## src/rtl/sdio_id_pkg.sv

```systemverilog
package sdio_id_pkg;

  typedef enum logic [2:0] {
    ST_IDLE     = 3'd0,
    ST_READY    = 3'd1,
    ST_IDENT    = 3'd2,
    ST_STANDBY  = 3'd3,
    ST_INACTIVE = 3'd4
  } cardState_e;

  typedef enum logic [1:0] {
    RK_NONE   = 2'd0,
    RK_OPCOND = 2'd1,
    RK_CID    = 2'd2,
    RK_ADDR   = 2'd3
  } respKind_e;

  // Control-to-datapath strobes, valid for one cycle
  typedef struct packed {
    logic      clearRca;
    logic      loadRca;
    logic      setSel;
    logic      clrSel;
    logic      respEn;
    respKind_e respKind;
  } idStrobe_t;

endpackage

```

## src/rtl/sdio_id_ctrl.sv

```systemverilog
module sdio_id_ctrl
  import sdio_id_pkg::*;
#(
  parameter int                 IDX_W       = 6,
  parameter int                 OCR_W       = 24,
  parameter logic [OCR_W-1:0]   OCR_MASK    = 24'h3C0000,
  parameter int                 CMD_GO_IDLE = 0,
  parameter int                 CMD_ALL_CID = 2,
  parameter int                 CMD_SET_RCA = 3,
  parameter int                 CMD_OPCOND  = 5,
  parameter int                 CMD_SELECT  = 7
) (
  input  logic             clk,
  input  logic             rst,
  input  logic             cmdValid,
  input  logic [IDX_W-1:0] cmdIndex,
  input  logic [OCR_W-1:0] voltWin,
  input  logic             rcaMatch,
  output cardState_e       state,
  output idStrobe_t        strobe
);

  cardState_e nextState;
  logic [OCR_W-1:0] overlap;
  logic compatible;
  logic queryOnly;

  // Per-bit voltage overlap between host window and supported range
  for (genvar b = 0; b < OCR_W; b++) begin : g_overlap
    assign overlap[b] = voltWin[b] & OCR_MASK[b];
  end

  assign compatible = |overlap;
  assign queryOnly  = (voltWin == '0);

  logic isGoIdle, isAllCid, isSetRca, isOpcond, isSelect;
  assign isGoIdle = (cmdIndex == IDX_W'(CMD_GO_IDLE));
  assign isAllCid = (cmdIndex == IDX_W'(CMD_ALL_CID));
  assign isSetRca = (cmdIndex == IDX_W'(CMD_SET_RCA));
  assign isOpcond = (cmdIndex == IDX_W'(CMD_OPCOND));
  assign isSelect = (cmdIndex == IDX_W'(CMD_SELECT));

  always_comb begin
    nextState = state;
    strobe    = '0;
    if (cmdValid && state != ST_INACTIVE) begin
      if (isGoIdle) begin
        nextState       = ST_IDLE;
        strobe.clearRca = 1'b1;
        strobe.clrSel   = 1'b1;
      end else if (isOpcond) begin
        if (state == ST_IDLE) begin
          strobe.respEn   = 1'b1;
          strobe.respKind = RK_OPCOND;
          if (!queryOnly) begin
            nextState = compatible ? ST_READY : ST_INACTIVE;
          end
        end
      end else if (isAllCid) begin
        if (state == ST_READY) begin
          nextState       = ST_IDENT;
          strobe.respEn   = 1'b1;
          strobe.respKind = RK_CID;
        end
      end else if (isSetRca) begin
        if (state == ST_READY || state == ST_IDENT || state == ST_STANDBY) begin
          nextState       = ST_STANDBY;
          strobe.loadRca  = 1'b1;
          strobe.clrSel   = 1'b1;
          strobe.respEn   = 1'b1;
          strobe.respKind = RK_ADDR;
        end
      end else if (isSelect) begin
        if (state == ST_STANDBY) begin
          if (rcaMatch) begin
            strobe.setSel   = 1'b1;
            strobe.respEn   = 1'b1;
            strobe.respKind = RK_ADDR;
          end else begin
            strobe.clrSel = 1'b1;
          end
        end
      end
    end
  end

  always_ff @(posedge clk) begin
    if (rst) state <= ST_IDLE;
    else     state <= nextState;
  end

endmodule

```

## src/rtl/sdio_id_dpath.sv

```systemverilog
module sdio_id_dpath
  import sdio_id_pkg::*;
#(
  parameter int               ARG_W    = 32,
  parameter int               RCA_W    = 16,
  parameter int               OCR_W    = 24,
  parameter logic [OCR_W-1:0] OCR_MASK = 24'h3C0000,
  parameter logic [ARG_W-1:0] CARD_TAG = 32'h5D10_C0DE
) (
  input  logic             clk,
  input  logic             rst,
  input  logic [RCA_W-1:0] argRca,
  input  idStrobe_t        strobe,
  output logic [RCA_W-1:0] rca,
  output logic             selected,
  output logic             rcaMatch,
  output logic             respValid,
  output respKind_e        respKind,
  output logic [ARG_W-1:0] respData
);

  localparam int PAD_W = ARG_W - OCR_W;
  localparam int LOW_W = ARG_W - RCA_W;

  logic [ARG_W-1:0] respNext;

  assign rcaMatch = (argRca == rca) && (rca != '0);

  always_comb begin
    respNext = '0;
    if (strobe.respEn) begin
      case (strobe.respKind)
        RK_OPCOND: respNext = {{PAD_W{1'b0}}, OCR_MASK};
        RK_CID:    respNext = CARD_TAG;
        RK_ADDR:   respNext = {argRca, {LOW_W{1'b0}}};
        default:   respNext = '0;
      endcase
    end
  end

  always_ff @(posedge clk) begin
    if (rst) begin
      rca       <= '0;
      selected  <= 1'b0;
      respValid <= 1'b0;
      respKind  <= RK_NONE;
      respData  <= '0;
    end else begin
      if (strobe.clearRca)     rca <= '0;
      else if (strobe.loadRca) rca <= argRca;
      if (strobe.clrSel)       selected <= 1'b0;
      else if (strobe.setSel)  selected <= 1'b1;
      respValid <= strobe.respEn;
      respKind  <= strobe.respEn ? strobe.respKind : RK_NONE;
      respData  <= respNext;
    end
  end

endmodule

```

## src/rtl/sdio_card_ident.sv

```systemverilog
module sdio_card_ident
  import sdio_id_pkg::*;
#(
  parameter int               IDX_W    = 6,
  parameter int               ARG_W    = 32,
  parameter int               RCA_W    = 16,
  parameter int               OCR_W    = 24,
  parameter logic [OCR_W-1:0] OCR_MASK = 24'h3C0000,
  parameter logic [ARG_W-1:0] CARD_TAG = 32'h5D10_C0DE
) (
  input  logic             clk,
  input  logic             rst,
  input  logic             cmdValid,
  input  logic [IDX_W-1:0] cmdIndex,
  input  logic [ARG_W-1:0] cmdArg,
  output logic [2:0]       cardState,
  output logic [RCA_W-1:0] rca,
  output logic             selected,
  output logic             respValid,
  output logic [1:0]       respKind,
  output logic [ARG_W-1:0] respData
);

  localparam int RCA_LSB = ARG_W - RCA_W;

  cardState_e state;
  idStrobe_t  strobe;
  respKind_e  kindQ;
  logic       rcaMatch;

  sdio_id_ctrl #(
    .IDX_W(IDX_W), .OCR_W(OCR_W), .OCR_MASK(OCR_MASK)
  ) u_ctrl (
    .clk      (clk),
    .rst      (rst),
    .cmdValid (cmdValid),
    .cmdIndex (cmdIndex),
    .voltWin  (cmdArg[OCR_W-1:0]),
    .rcaMatch (rcaMatch),
    .state    (state),
    .strobe   (strobe)
  );

  sdio_id_dpath #(
    .ARG_W(ARG_W), .RCA_W(RCA_W), .OCR_W(OCR_W),
    .OCR_MASK(OCR_MASK), .CARD_TAG(CARD_TAG)
  ) u_dpath (
    .clk       (clk),
    .rst       (rst),
    .argRca    (cmdArg[ARG_W-1:RCA_LSB]),
    .strobe    (strobe),
    .rca       (rca),
    .selected  (selected),
    .rcaMatch  (rcaMatch),
    .respValid (respValid),
    .respKind  (kindQ),
    .respData  (respData)
  );

  assign cardState = state;
  assign respKind  = kindQ;

endmodule

```

## config.mk

```make
export PLATFORM = sky130hd
export DESIGN_NAME = sdio_card_ident
export DESIGN_NICKNAME = d
export VERILOG_FILES = /design/src/rtl/sdio_id_pkg.sv /design/src/rtl/sdio_id_ctrl.sv /design/src/rtl/sdio_id_dpath.sv /design/src/rtl/sdio_card_ident.sv
export SDC_FILE = /design/constraint.sdc
export NUM_CORES = 1
export LEC_CHECK = 0
export ABC_AREA = 1
export ABC_CLOCK_PERIOD_IN_PS = 2680
export BUFFER_PORTS_ARGS = -buffer_cell sky130_fd_sc_hd__buf_2
export CORE_ASPECT_RATIO = 0.7
export CORE_MARGIN = 2
export CORE_UTILIZATION = 47
export CTS_CLUSTER_SIZE = 10
export DETAILED_ROUTE_END_ITERATION = 7
export HOLD_SLACK_MARGIN = 0.06
export PLACE_DENSITY = 0.8
export SLEW_MARGIN = 20
export SYNTH_ARGS = -nofsm -noshare
export SYNTH_HDL_FRONTEND = slang
export SYNTH_HIERARCHICAL = 1
export SYNTH_SLANG_ARGS = --single-unit
```

## constraint.sdc

```tcl
create_clock -name clk -period 2.68 [get_ports clk]
set_input_delay 0.67 -clock clk [delete_from_list [all_inputs] [get_ports clk]]
set_output_delay 0.67 -clock clk [all_outputs]
set_load 0.01 [all_outputs]
```

**After elaboration in Yosys (flattened, before gate mapping)**

Index checks and enable logic that the tools add are counted.

- Register bits: 55
- Input bits: 41
- Output and inout bits: 55

- Multiplexer cells: 31
- Reduce and logical (&&, ||, !) cells: 15
- Equal/unequal tests: 15
- Bitwise gates (word level): 1

Operators by type and width:

| operator | count |
|---|---|
| $pmux 32 s3 | 1 |
| $mux 3 | 17 |
| $logic_not 24->1 | 1 |
| $eq 16x16->1 | 1 |
| $reduce_bool 16->1 | 1 |
| $eq 6x2->1 const B | 2 |
| $eq 6x3->1 const B | 2 |
| $mux 5 | 2 |
| $mux 4 | 2 |
| $reduce_bool 4->1 | 2 |
| $mux 1 | 7 |
| $mux 7 | 1 |
| $eq 3x2->1 const B | 2 |
| $logic_not 6->1 | 1 |
| $ne 3x3->1 const B | 2 |
| $reduce_and 6->1 | 1 |
| $reduce_or 2->1 | 3 |
| $eq 2x2->1 const B | 2 |
| $ne 4x3->1 const B | 1 |
| $reduce_or 4->1 | 1 |
| $eq 3x1->1 const B | 1 |
| $logic_not 3->1 | 1 |
| $ne 3x2->1 const B | 1 |
| $eq 2x1->1 const B | 1 |
| other kinds (4) | 6 |

**Longest topological paths before layout**

- Word-level depth: 12
- Depth in mapped cells: 18
- Mapped depth without buffers: 17

**Hierarchy**

The synthesis kept the hierarchy.

Modules (own cells, without submodules):

| module | instances | cells each | sequential area each (um^2) | area each (um^2) |
|---|---|---|---|---|
| sdio_id_dpath | 1 | 214 | 740.7 | 1,594.0 |
| sdio_id_ctrl | 1 | 99 | 60.1 | 514.2 |

**Worst setup path before layout**

No wires, ideal clock.

- Path kind: input-to-reg
- Start: in cmdArg[29]
- End: reg u_dpath.respData[21]
- Arrival: 2.065 ns
- Setup time: 0.070 ns
- Stages on the path: 18
- Setup slack: 0.545 ns
- Required time: 2.610 ns
- Cells stage by stage: inv_1 nand2_1 nand2_1 nand2_1 nor2_1 nand3_1 nor2_1 nand2_1 nor2_1 nor2_1 nor2_1 nor2_1 nor2_1 clkbuf_2 inv_1 nor2_2 inv_1 a21oi_1

RTL lines:

| what | RTL line | text |
|---|---|---|
| start, declared | sdio_card_ident.sv:15 | `input logic [ARG_W-1:0] cmdArg,` |
| end signal, assigned | sdio_id_dpath.sv:55 | `respData <= respNext;` |
| end, declared | sdio_id_dpath.sv:19 | `output logic [ARG_W-1:0] respData` |

==> results by group <==
Finish
  – Multi-input logic area: 1050 um^2
  – Number of antenna diodes: 0
  – Fill count: ~420
  – Ratio of cells with drive above 1 in the final layout: 29.40%
  – Synth-to-layout area growth: 24.63%
  – Post-Layout Inst Area: 2628 um^2
  – Final net count: roughly 440
  – Register area: about 800 um^2

Timing
  – Tmin final: 2.277 ns
  – Final hold violations: 0
  – # setup viols final: 0
  – Setup TNS: 0 ns
  – Final Max Tran Viols: 0
  – Crit share post-route: 84.96%
  – Fmax: 439.2 MHz
  – RSZ-0062 raised after global routing: false
  – Clk_skew: 0.006757 ns
  – Hold_ws: 0.4921 ns
  – Slew HR: 58.04%
  – Slew @ Worst Pin: between 0.6 and 0.7 ns

Synth
  – Most frequent cell after synthesis: nand2_1
  – Most frequent cells after synthesis: nand2_1 (79), nor2_1 (71), dfxtp_1 (40)
  – Netlist Area Pre-Place: 2108 um^2
  – Synth Flop Type: dfxtp_1
  – Synth top area share: a little under two fifths
  – Seq/Total Area, Yosys: 37.98%
  – Async SR Flop Fraction: 0%
  – Top area cells in the synthesized netlist: dfxtp_1 (38%), nand2_1 (14%), nor2_1 (13%), buf_4 (5.7%), inv_1 (5.5%)
  – Mapped Avg Cell Area: 6.736 um^2
  – Flops & latches, synth: 40
  – Syn. warnings: 6
  – Cells after synthesis: 313
  – Area leader, netlist: dfxtp_1
  – Number of flops mapped to enable cells by yosys: 0
  – Unique masters post-synth: 33

Floorplanning
  – Top Ports: 96
  – Die X: roughly 84 um
  – Row Count: 20
  – Die height: about 60 um
  – Floorplan core area: 4329 um^2
  – Initial Util: 48.70%
  – Die area: 5046 um^2

Detailed routing
  – WL per Instance: 11.43 um
  – Top sig layer: met4
  – Via density: ~4.7
  – Final Routed Wirelength: 5178 um
  – Routed Antenna Nets: 0
  – Met3 routed wirelength: 372 um
  – DRT iter0 DRCs: 136
  – Routed wl met2: roughly 2200 um
  – Drt first pass iters: 4
  – DRC Markers: 0
  – M1 WL: roughly 2600 um
  – Via count: 2108

GRT
  – Overflow after GRT: 0
  – Initial antenna violation count: 0
  – Tot GR Track Use: 21.19%
  – Pin count of the biggest net entering global routing: 17
  – First-pass GRT wire length: 8411 um
  – Vias in the first global route: 1884

Critical path
  – Crit path arrival time: 2.50 ns
  – Crit Path Max Fanout: 7
  – WP data required: between 2 and 3 ns
  – Setup CP Type: input pin to register
  – Worst setup EP type: register
  – Startpoint types: input pin

Clocking
  – Post-CTS sizing: 0
  – # Post-CTS Setup Buffers: 0
  – # clock sinks: 40
  – Clock transition at path regs: 0.08 ns
  – H-tree depth: 2
  – Worst-Skew Late Latency: 0.29 ns
  – TritonCTS clock tree: yes
  – CTS buffer count: 5
  – CTS root buffer: clkbuf_8
  – Max clock buf depth: 2
  – Hold_buf cts: 0

Power
  – Sequential Power Share: between 40% and 50%
  – Sw Share: between 20% and 30%
  – LEAKAGE: 1.335 nW
  – Switching Power: approximately 0.00028 W
  – Max IR drop VDD: 0.0002772 V
  – Clk pwr share: 41.3%
  – Gate power share: a little under a tenth
  – Pint: 0.0009176 W
  – Cell area power density: around 460 nW/um^2

Place
  – GP Congestion: 0.9280
  – IO buf count: 87
  – Area after DPL: roughly 2500 um^2
  – Post-DP HPWL: 4173 um

Outcome
  – Outcome: completed

Flow run
  – Max-cap viol count: 0

Worst hold path
  – Worst min path class: register to register
## cells by family after synthesis
kind of cell           after synthesis  synth area share, %
AND/OR/NAND/NOR                    180                36.20
other                                1               0.1779
buffers and inverters               55                13.71
AO/OA/AOI/OAI                       28                8.190
flip-flops                          40                37.98
XOR/XNOR                             9                3.739
## path summary, 6_finish.rpt
| check | slack, ns | depth (start not counted) | end | startpoint |
|---|---|---|---|---|
| setup / recovery | 0.40 | 18 | u_dpath/respData[24] | cmdArg[16] |
| hold / removal | 0.49 | 2 | u_dpath/selected | u_dpath/selected |
| setup reg to reg | 0.53 | 16 | u_dpath/respData[24] | u_dpath/rca[13] |
| hold reg to reg | 0.49 | 2 | u_dpath/selected | u_dpath/selected |
## power groups by stage
stage	sequential [W]	combinational, W	clock (W)
floorplan	0.000610	0.0000660	0
global placement	0.000610	0.000106	0
detailed placement	0.000610	0.000108	0
CTS	0.000596	0.000109	0.000507
global route	0.000596	0.000123	0.000537
finish	0.000596	0.000110	0.000497
## flip-flops by register name, indices dropped and copies added (netlist names)
register and flops:
u_ctrl/state 3, u_dpath/rca 16, u_dpath/respData 17, u_dpath/respKind 2, u_dpath/respValid 1, u_dpath/selected 1
## stage by stage
step | utilization [%] | std cells | total power, W | setup WS, ns
2_1_floorplan | - | 320 | 0.0006762 | 0.5448
3_5_place_dp | 58.03 | 445 | 0.0007180 | 0.1022
5_1_grt | 60.69 | 453 | 0.001257 | 0.09869
3_3_place_gp | 58.03 | 445 | 0.0007158 | 0.1076
6_report | 60.69 | 453 | 0.001202 | 0.4030
4_1_cts | 60.69 | 453 | 0.001211 | 0.4179
## area by class of cell
type	count	area share, %
Clock inverter	3	1.762
Multi-Input combinational cell	225	39.95
Timing Repair Buffer	91	17.71
Tap cell	55	2.619
Inverter	34	4.857
Clock buffer	5	2.619
Sequential cell	40	30.48
## critical path, stage by stage
cell and delay (ns):
buf_2 0.12, inv_1 0.11, nand2_1 0.07, nand2_1 0.06
nand2_1 0.05, nor2_1 0.09, nand3_1 0.07, nor2_1 0.12
nand2_1 0.07, nor2_1 0.12, nor2_1 0.05, nor2_1 0.13
nor2_1 0.08, nor2_1 0.17, inv_1 0.11, nor2_1 0.19
inv_2 0.11, a21oi_1 0.12
## placed cells by master, fill, tap and decap left out, types with 4 or more instances in the layout
master | synthesis | final
nand2_1 | 79 | 79
nor2_2 | 6 | 6
buf_4 | 16 | 4
nand4_1 | 4 | 4
a21oi_1 | 16 | 16
clkbuf_8 | 0 | 5
buf_2 | 1 | 87
a211oi_1 | 6 | 6
nor3_1 | 6 | 5
conb_1 | 1 | 8
nor2_1 | 71 | 71
xnor2_1 | 9 | 9
inv_1 | 31 | 31
dfxtp_1 | 40 | 40
## layer usage
layer / track usage, % / vias to the layer above
met4: 5.300 / 0
met1: 29.67 / 931
met5: 0 / -
met2: 32.77 / 65
li1: - / 1108
met3: 5.663 / 4
(Power assumes the default switching activity.)
